$ cat src/rtl/spi_irq_pkg.sv
package spi_irq_pkg;

    localparam int NUM_EV = 4;
    localparam int EV_TXE = 0;
    localparam int EV_UF  = 1;
    localparam int EV_RXF = 2;
    localparam int EV_EOW = 3;

    typedef struct packed {
        logic eow;
        logic rxf;
        logic uf;
        logic txe;
    } ev_vec_t;

    function automatic int cnt_width(input int depth);
        return $clog2(depth + 1);
    endfunction

endpackage

$ cat src/rtl/spi_irq_tx_unit.sv
module spi_irq_tx_unit #(
    parameter int DEPTH = 32,
    parameter int CW    = 6
) (
    input  logic          clk,
    input  logic          rst,
    input  logic          chan_en,
    input  logic          rx_only,
    input  logic          fifo_on,
    input  logic          cpu_wr,
    input  logic          shift_load,
    input  logic [CW-1:0] ae_level,
    output logic          txe_ev,
    output logic          uf_ev
);
    localparam logic [CW-1:0] DEPTH_C = CW'(DEPTH);
    localparam logic [CW-1:0] ONE_C   = CW'(1);

    logic [CW-1:0] occ;
    logic [CW-1:0] wr_tally;
    logic          armed;
    logic          hold_full;
    logic          en_q;
    logic          wrote;
    logic          fresh;
    logic [CW-1:0] free_b;

    always_comb begin
        free_b = DEPTH_C - occ;
        fresh  = fifo_on ? (occ != '0) : hold_full;
        uf_ev  = chan_en & shift_load & wrote & ~fresh;
        if (fifo_on) begin
            txe_ev = chan_en & ~rx_only & armed & (free_b >= ae_level);
        end else begin
            txe_ev = chan_en & ~rx_only & (~en_q | (shift_load & hold_full));
        end
    end

    always_ff @(posedge clk) begin
        if (rst) begin
            en_q <= 1'b0;
        end else begin
            en_q <= chan_en;
        end
    end

    always_ff @(posedge clk) begin
        if (rst || !chan_en) begin
            occ       <= '0;
            wr_tally  <= '0;
            armed     <= 1'b1;
            hold_full <= 1'b0;
            wrote     <= 1'b0;
        end else begin
            wrote <= wrote | cpu_wr;
            if (cpu_wr) begin
                hold_full <= 1'b1;
            end else if (shift_load) begin
                hold_full <= 1'b0;
            end
            if (!fifo_on) begin
                occ      <= '0;
                wr_tally <= '0;
                armed    <= 1'b1;
            end else begin
                if (cpu_wr && (occ != DEPTH_C) && !(shift_load && occ != '0)) begin
                    occ <= occ + ONE_C;
                end else if (!(cpu_wr && occ != DEPTH_C) && shift_load && occ != '0) begin
                    occ <= occ - ONE_C;
                end
                if (txe_ev) begin
                    armed    <= 1'b0;
                    wr_tally <= '0;
                end else if (!armed && cpu_wr) begin
                    if ((wr_tally + ONE_C) >= ae_level) begin
                        armed    <= 1'b1;
                        wr_tally <= '0;
                    end else begin
                        wr_tally <= wr_tally + ONE_C;
                    end
                end
            end
        end
    end

endmodule

$ cat src/rtl/spi_irq_rx_unit.sv
module spi_irq_rx_unit #(
    parameter int DEPTH = 32,
    parameter int CW    = 6
) (
    input  logic          clk,
    input  logic          rst,
    input  logic          chan_en,
    input  logic          fifo_on,
    input  logic          cpu_rd,
    input  logic          word_done,
    input  logic [CW-1:0] af_level,
    output logic          rxf_ev
);
    localparam logic [CW-1:0] DEPTH_C = CW'(DEPTH);
    localparam logic [CW-1:0] ONE_C   = CW'(1);

    logic [CW-1:0] occ;
    logic [CW-1:0] rd_tally;
    logic          armed;
    logic          hold_full;
    logic          push;
    logic          pop;

    always_comb begin
        push = word_done & (occ != DEPTH_C);
        pop  = cpu_rd & (occ != '0);
        if (fifo_on) begin
            rxf_ev = chan_en & armed & (occ == af_level);
        end else begin
            rxf_ev = chan_en & word_done & ~hold_full;
        end
    end

    always_ff @(posedge clk) begin
        if (rst || !chan_en) begin
            occ       <= '0;
            rd_tally  <= '0;
            armed     <= 1'b1;
            hold_full <= 1'b0;
        end else begin
            if (word_done) begin
                hold_full <= 1'b1;
            end else if (cpu_rd) begin
                hold_full <= 1'b0;
            end
            if (!fifo_on) begin
                occ      <= '0;
                rd_tally <= '0;
                armed    <= 1'b1;
            end else begin
                if (push && !pop) begin
                    occ <= occ + ONE_C;
                end else if (pop && !push) begin
                    occ <= occ - ONE_C;
                end
                if (rxf_ev) begin
                    armed    <= 1'b0;
                    rd_tally <= '0;
                end else if (!armed && cpu_rd) begin
                    if ((rd_tally + ONE_C) >= af_level) begin
                        armed    <= 1'b1;
                        rd_tally <= '0;
                    end else begin
                        rd_tally <= rd_tally + ONE_C;
                    end
                end
            end
        end
    end

endmodule

$ cat src/rtl/spi_irq_eow_unit.sv
module spi_irq_eow_unit #(
    parameter int WCW = 16
) (
    input  logic           clk,
    input  logic           rst,
    input  logic           chan_en,
    input  logic           fifo_use,
    input  logic           shift_load,
    input  logic [WCW-1:0] word_count,
    output logic           eow_ev,
    output logic           halt
);
    localparam logic [WCW-1:0] ONE_W = WCW'(1);

    logic [WCW-1:0] xfer;
    logic           counting;

    always_comb begin
        counting = chan_en & fifo_use & (word_count != '0) & ~halt & shift_load;
        eow_ev   = counting & (xfer == (word_count - ONE_W));
    end

    always_ff @(posedge clk) begin
        if (rst || !chan_en) begin
            xfer <= '0;
            halt <= 1'b0;
        end else if (eow_ev) begin
            xfer <= '0;
            halt <= 1'b1;
        end else if (counting) begin
            xfer <= xfer + ONE_W;
        end
    end

endmodule

$ cat src/rtl/spi_irq_status.sv
module spi_irq_status #(
    parameter int NEV = 4
) (
    input  logic           clk,
    input  logic           rst,
    input  logic [NEV-1:0] ev,
    input  logic [NEV-1:0] clr,
    input  logic [NEV-1:0] mask,
    output logic [NEV-1:0] status,
    output logic           irq
);
    always_ff @(posedge clk) begin
        if (rst) begin
            status <= '0;
        end else begin
            status <= (status & ~clr) | ev;
        end
    end

    always_comb begin
        irq = |(status & mask);
    end

endmodule

$ cat src/rtl/spi_irq_gen.sv
module spi_irq_gen
    import spi_irq_pkg::*;
#(
    parameter int   DEPTH = 32,
    parameter int   WCW   = 16,
    localparam int  CW    = cnt_width(DEPTH)
) (
    input  logic              clk,
    input  logic              rst,
    input  logic              chan_en,
    input  logic              rx_only,
    input  logic              tx_fifo_en,
    input  logic              rx_fifo_en,
    input  logic              other_fifo_req,
    input  logic [CW-1:0]     ae_level,
    input  logic [CW-1:0]     af_level,
    input  logic [WCW-1:0]    word_count,
    input  logic              cpu_tx_wr,
    input  logic              cpu_rx_rd,
    input  logic              shift_load,
    input  logic              rx_word_done,
    input  logic [NUM_EV-1:0] sts_clr,
    input  logic [NUM_EV-1:0] irq_mask,
    output logic [NUM_EV-1:0] status,
    output logic              irq,
    output logic              halt
);
    logic    fifo_use;
    logic    tx_fifo_on;
    logic    rx_fifo_on;
    ev_vec_t evs;

    always_comb begin
        fifo_use   = (tx_fifo_en | rx_fifo_en) & ~other_fifo_req;
        tx_fifo_on = fifo_use & tx_fifo_en;
        rx_fifo_on = fifo_use & rx_fifo_en;
    end

    spi_irq_tx_unit #(.DEPTH(DEPTH), .CW(CW)) tx_u (
        .clk        (clk),
        .rst        (rst),
        .chan_en    (chan_en),
        .rx_only    (rx_only),
        .fifo_on    (tx_fifo_on),
        .cpu_wr     (cpu_tx_wr),
        .shift_load (shift_load),
        .ae_level   (ae_level),
        .txe_ev     (evs.txe),
        .uf_ev      (evs.uf)
    );

    spi_irq_rx_unit #(.DEPTH(DEPTH), .CW(CW)) rx_u (
        .clk       (clk),
        .rst       (rst),
        .chan_en   (chan_en),
        .fifo_on   (rx_fifo_on),
        .cpu_rd    (cpu_rx_rd),
        .word_done (rx_word_done),
        .af_level  (af_level),
        .rxf_ev    (evs.rxf)
    );

    spi_irq_eow_unit #(.WCW(WCW)) eow_u (
        .clk        (clk),
        .rst        (rst),
        .chan_en    (chan_en),
        .fifo_use   (fifo_use),
        .shift_load (shift_load),
        .word_count (word_count),
        .eow_ev     (evs.eow),
        .halt       (halt)
    );

    spi_irq_status #(.NEV(NUM_EV)) sts_u (
        .clk    (clk),
        .rst    (rst),
        .ev     (evs),
        .clr    (sts_clr),
        .mask   (irq_mask),
        .status (status),
        .irq    (irq)
    );

endmodule

$ cat config.mk
export PLATFORM = sky130hd
export DESIGN_NAME = spi_irq_gen
export DESIGN_NICKNAME = d
export VERILOG_FILES = /design/src/rtl/spi_irq_pkg.sv /design/src/rtl/spi_irq_tx_unit.sv /design/src/rtl/spi_irq_rx_unit.sv /design/src/rtl/spi_irq_eow_unit.sv /design/src/rtl/spi_irq_status.sv /design/src/rtl/spi_irq_gen.sv
export SDC_FILE = /design/constraint.sdc
export NUM_CORES = 1
export LEC_CHECK = 0
export BUFFER_PORTS_ARGS = -buffer_cell sky130_fd_sc_hd__buf_2
export CAP_MARGIN = 20
export CORE_MARGIN = 3
export CORE_UTILIZATION = 60
export CTS_BUF_LIST = sky130_fd_sc_hd__clkbuf_16
export DETAILED_ROUTE_END_ITERATION = 10
export GPL_ROUTABILITY_DRIVEN = 0
export PLACE_DENSITY = 0.9
export SETUP_SLACK_MARGIN = 0.02
export SYNTH_ARGS = -nofsm -noshare
export SYNTH_HDL_FRONTEND = slang
export SYNTH_SLANG_ARGS = --single-unit
$ cat constraint.sdc
create_clock -name clk -period 6.77 [get_ports clk]
set_clock_uncertainty 0.05 [all_clocks]
set_input_delay 0.3385 -clock clk [delete_from_list [all_inputs] [get_ports clk]]
set_output_delay 0.3385 -clock clk [all_outputs]
set_load 0.02 [all_outputs]
Word-level counts from Yosys, hierarchy flattened
Index checks and enable logic that the tools add are counted.

cells by class
  add/subtract/negate cells = 9
  magnitude comparators = 3
  eq/ne operators = 4
  multiplexer cells = 19
  bitwise operators = 37
  reductions and logical operators = 36

operators by type and width
  cell                                                                  number
  6-bit 2-to-1 mux                                                      6
  6-bit by 1-bit adder with 6-bit output, second input constant         4
  1-bit bitwise AND                                                     22
  6-bit >= comparator                                                   3
  16-bit by 1-bit adder with 16-bit output, second input constant       1
  16-bit equality test                                                  1
  16-bit nonzero test                                                   1
  2-bit nonzero test                                                    8
  16-bit by 1-bit subtractor with 16-bit output, second input constant  1
  1-bit 2-to-1 mux                                                      13
  6-bit inequality test, second input constant                          2
  6-bit nonzero test                                                    2
  6-bit by 1-bit subtractor with 6-bit output, second input constant    2
  1-bit logical AND                                                     9
  4-bit bitwise AND                                                     2
  1-bit NOT                                                             8
  1-bit zero test                                                       7
  6-bit equality test                                                   1
  2-bit OR reduction                                                    3
  3-bit OR reduction                                                    2
  6-bit subtractor, first input constant                                1
  4-bit NOT                                                             1
  4-bit OR                                                              1
  2-bit AND reduction                                                   2
  other kinds (3)                                                       5

word-level totals
  bits in registers = 51
  input port bits = 47

Depth between registers and ports, before layout
  depth after elaboration = 8
  depth in mapped cells = 12
  gate-level depth less buffers = 12

Hierarchy
A second synthesis with hierarchy kept.

second synthesis, totals
  cell total of the unflattened synthesis = 482
  area, all modules = 3950.0 sq um

modules (own cells, without submodules)
  module            instances  cells an instance  area an instance (sq um)  seq. area each (sq um)
  spi_irq_eow_unit  1          170                1371.3                    340.3
  spi_irq_tx_unit   1          159                1307.5                    320.3
  spi_irq_rx_unit   1          131                1084.8                    280.3
  spi_irq_status    1          19                 158.9                     80.1
  spi_irq_gen       1          3                  27.5                      0.0

Worst setup path after synthesis
No wires, ideal clock.

  path type = reg-to-reg
  from = register tx_u.occ[0]
  to = register tx_u.occ[5]
  setup time = 0.071 ns
  data arrival time = 2.662 ns
  slack = 3.987 ns
  stages on the path, launching flop included = 13
  buffers on the path = 0
  clock period less this slack = 2.783 ns
  path through = dfxtp_1 -> inv_1 -> ha_1 -> nor4b_1 -> nand2_1 -> nand3_1 -> ha_1 -> a211oi_1 -> o21bai_1 -> a21oi_1 -> mux2i_1 -> a22oi_1 -> a21oi_1

between the ends
  cells in the longest elaborated chain, start to end = 6
  elaborated cells between the ends (all ways) = 14
  those cells by class = add/sub: 2; eq/ne: 1; mux: 2; reduce/logical: 9

RTL lines
  item                                                                                                 RTL line               text
  from (decl)                                                                                          spi_irq_tx_unit.sv:19  logic [CW-1:0] occ;
  from (signal assigned)                                                                               spi_irq_tx_unit.sv:67  occ <= occ + ONE_C;
  from (signal assigned)                                                                               spi_irq_tx_unit.sv:69  occ <= occ - ONE_C;
  parallel branches: the longest is 6 deep, another holds 6-bit by 1-bit subtractor with 6-bit output  n/a

Parallel ways; which one is timed is not known. The select of a mux whose other input is x is not followed.
A chain may end at the register's enable or synchronous reset.

Worst setup path after layout
Ends and elaborated chain as after synthesis.

==> summary.md <==
| Metric | Value |
|---|---|
| Mapped Cells | `472` |
| Setup crit start kind | `flip-flop` |
| Warnings from Yosys | `0` |
| Top area cells in the synthesized netlist | `sky130_fd_sc_hd__dfxtp_1, sky130_fd_sc_hd__ha_1, sky130_fd_sc_hd__xnor2_1` |
| Number of unique standard cell types used by synthesis | `58` |
| Largest area contributor in the netlist | `sky130_fd_sc_hd__dfxtp_1` |
| Hold depth | `3` |
| Most frequently used flop master after synthesis | `sky130_fd_sc_hd__dfxtp_1` |
| Starting Density | `0.634` |
| Achievable clock frequency | `288 MHz` |
| Number of buffers created by CTS | `5` |
| Final std cell area, no fill | `4250 µm²` |
| Die footprint | `7400 µm²` |
| Fraction of synthesis flops using an asynchronous set or reset pin | `0` |
| Number of max-slew violations in the final report | `0` |
| Max-cap violations | `0` |
| Vertical die dimension | `86 µm` |
| Pin slew with the least headroom to its limit | `0.892 ns` |
| Synthesis-to-layout area growth | `10.7%` |
| Average vias per placed instance | `6.11` |
| Clk slew on worst S/H paths | `0.07 ns` |
| Maximum single-stage delay on the critical path | `0.71 ns` |
| Mean instance size in the synthesized netlist | `8.14 µm²` |
| Sequential-to-total area share from yosys stat | `0.266` |
| Crit-path cells | `inv_1 -> ha_1 -> nor4b_1 -> nand2_1 -> nand3_1 -> ha_1 -> a211oi_1 -> o21bai_1 -> a21oi_1 -> mux2i_1 -> a22oi_1 -> a21oi_1` |
| Boundary Pins | `53` |
| Clock Root Buffer | `sky130_fd_sc_hd__clkbuf_16` |
| Largest buffer count on any clock path | `2` |
| Critical path start-end classification | `reg2reg` |
| TritonCTS clock tree | `yes` |
| Detailed-route wire length | `9070 µm` |
| Hold/Removal Path Class | `in2reg` |
| Hold Path Sink | `rx_u.hold_full` |
| # Post-CTS Setup Buffers | `0` |
| Number of register bits inferred by synthesis | `51` |
| Cell family with most CP delay | `simple AND/OR/NAND/NOR gates` |
| Number of hold-slack violations in the final timing report | `0` |
| Crit Reg-Reg Startpoint | `tx_u.occ[0]` |
| Number of antenna violations at the first check in global routing | `0` |
| Final setup TNS | `0 ns` |
| Synth cell count leaders | `sky130_fd_sc_hd__nor2_1, sky130_fd_sc_hd__dfxtp_1, sky130_fd_sc_hd__xnor2_1, sky130_fd_sc_hd__a21oi_1, sky130_fd_sc_hd__ha_1` |
| Clk_lat worst skew | `0.29 ns` |
| CTS HTree Levels | `2` |
| Endpoint kind of the worst setup timing path | `flip-flop` |
| Pin count of the biggest net entering global routing | `22` |
| Final worst path period share | `0.513` |
| Congestion Overflow GR | `0` |
| Num Clock Sinks | `51` |
| Total power per unit cell area | `154 nW/µm²` |
| Final period demand of the worst path | `3.47 ns` |
| Layout Nets | `595` |
| Number of gates resized after CTS | `0` |
| Initial DRC count | `215` |
| Worst-case headroom to the max-slew limit | `0.402` |
| Highest ir drop seen on vdd | `0.112 mV` |
| Worst flop-to-flop path endpoint | `tx_u.occ[5]` |
| Total standard cell area after synthesis | `3840 µm²` |
| Slowest stage cell, crit path | `sky130_fd_sc_hd__nor4b_1` |
| Hold buffer count at CTS | `0` |
| Share of cells above drive strength 1 | `0.134` |
| Required time of the worst setup path | `6.94 ns` |
| Global-route wire length before repair | `15200 µm` |
| Die width | `86 µm` |
| Most numerous cell in the Yosys netlist | `sky130_fd_sc_hd__nor2_1` |
| WP buf/inv | `1` |
| Half-perimeter wire length after detailed placement | `6940 µm` |
| Number of diodes added for antenna fixing | `0` |
| Net count after synthesis | `553` |
| Detail-routed net length per standard cell | `15.4 µm` |
| Core Rows | `28` |
| Via count | `3600` |
| LEAKAGE | `1.76 nW` |
| R2R depth | `12` |
| Number of remaining DRC errors | `0` |
| Overall routing resource usage | `0.251` |
| Arrival @ worst endpoint | `3.65 ns` |
| Unrepaired setup endpoints after global routing | `false` |
| Post-route ant nets | `0` |
| Crit Path Max Fanout | `6` |
| Detailed-router iteration count before antenna repair | `5` |
| Vias in the first global route | `3439` |
| Area after DPL | `4110 µm²` |
| Number of synthesized flops with an enable pin | `0` |
| Result of the run | `finished, final reports clean` |
| Start point of the worst min-delay path | `rx_word_done` |
| Number of endpoints failing setup at the final stage | `0` |
| CORE AREA | `6060 µm²` |
| Number of port buffers | `52` |
| Share of the synthesized area in the top cell type | `0.266` |
| Register-to-register path setup slack | `3.30 ns` |
## through the flow
step	util	cells	hold WS (ns)	worst slack [ns]	total power [mW]
after floorplan	-	472	0.358	3.99	0.384
after global placement	0.679	582	0.406	3.80	0.413
after detailed placement	0.679	582	0.424	3.53	0.418
after CTS	0.701	589	0.254	3.42	0.657
after global routing	0.701	589	0.275	2.95	0.685
final	0.701	589	0.257	3.30	0.657
## cell usage in the layout, fill, tap and decap left out, types with 2 or more instances in the layout
cell type                   instances
sky130_fd_sc_hd__nor2_1            58
sky130_fd_sc_hd__buf_2             52
sky130_fd_sc_hd__dfxtp_1           51
sky130_fd_sc_hd__xnor2_1           40
sky130_fd_sc_hd__a21oi_1           35
sky130_fd_sc_hd__ha_1              32
sky130_fd_sc_hd__inv_1             28
sky130_fd_sc_hd__nand2_1           25
sky130_fd_sc_hd__xor2_1            23
sky130_fd_sc_hd__a211oi_1          21
sky130_fd_sc_hd__nand3_1           12
sky130_fd_sc_hd__nor3_1            12
sky130_fd_sc_hd__nor3b_1            9
sky130_fd_sc_hd__nand2b_1           8
sky130_fd_sc_hd__nand4_1            8
sky130_fd_sc_hd__o21ai_0            7
sky130_fd_sc_hd__mux2i_1            7
sky130_fd_sc_hd__and3_1             5
sky130_fd_sc_hd__a21o_1             5
sky130_fd_sc_hd__o21bai_1           5
sky130_fd_sc_hd__clkbuf_16          5
sky130_fd_sc_hd__or2_2              4
sky130_fd_sc_hd__nor4_1             4
sky130_fd_sc_hd__o211ai_1           4
sky130_fd_sc_hd__nor2b_1            4
sky130_fd_sc_hd__or4_1              3
sky130_fd_sc_hd__o31ai_1            3
sky130_fd_sc_hd__a21boi_0           3
sky130_fd_sc_hd__a22oi_1            3
sky130_fd_sc_hd__nand3b_1           3
sky130_fd_sc_hd__o21a_1             3
sky130_fd_sc_hd__a31oi_1            2
sky130_fd_sc_hd__a2111oi_0          2
sky130_fd_sc_hd__o21ai_1            2
sky130_fd_sc_hd__a221oi_1           2
sky130_fd_sc_hd__fa_1               2
## kinds of logic (layout without fill, tap and decap cells)
kind of cell,after synthesis,count (layout),synth area share
simple gates,163,163,0.216
compound gates,109,109,0.193
xor+xnor,63,63,0.144
flops,51,51,0.266
buf+inv,45,87,0.0485
fa+ha+maj,34,34,0.115
mux,7,7,0.0182
## layout make-up
class	instances	area, µm²
clock buffer	5	125
clock inverter	2	13.8
fill	475	1810
inverter	28	105
multi-input combinational	376	2630
sequential	51	1020
tap	75	93.8
timing repair buffer	52	260
## registers in the layout, indices dropped and copies added (netlist names)
signal	count
rx_u.rd_tally	6
eow_u.xfer	16
tx_u.wrote	1
tx_u.armed	1
rx_u.armed	1
tx_u.wr_tally	6
tx_u.en_q	1
tx_u.occ	6
rx_u.occ	6
rx_u.hold_full	1
sts_u.status	4
tx_u.hold_full	1
eow_u.halt	1
## power by group
part / switching (mW) / internal, mW / leakage, nW
logic: 0.0603 / 0.0466 / 1.28
clock network: 0.108 / 0.135 / 0.0696
registers: 0.00353 / 0.303 / 0.412
## worst register-to-register path: cells and delay by family, from the launching register on
family / cells / cell delay (ns)
multiplexers: 1 / 0.27
AND/OR/NAND/NOR: 3 / 1.15
buffers and inverters: 1 / 0.13
AO/OA/AOI/OAI: 5 / 0.91
flip-flops: 1 / 0.39
adder cells (fa/ha/maj): 2 / 0.52
## how the worst max path moves through the flow
stage                start           to  slack [ns]  cells after the start
2_1_floorplan  tx_u.occ[0]  tx_u.occ[5]        3.99                     12
3_3_place_gp   tx_u.occ[0]  tx_u.occ[5]        3.80                     12
3_5_place_dp   tx_u.occ[0]  tx_u.occ[5]        3.53                     12
4_1_cts        tx_u.occ[0]  tx_u.occ[5]        3.42                     12
5_1_grt        tx_u.occ[0]  tx_u.occ[5]        2.95                     12
6_report       tx_u.occ[0]  tx_u.occ[5]        3.30                     12
## layer usage
metal	up-vias	track usage	wire length [µm]
met1	1674	0.318	3940
met2	141	0.423	4380
li1	1765	-	-
met5	-	0	0
met4	0	0.0921	161
met3	20	0.0451	582
(Power assumes the default switching activity.)
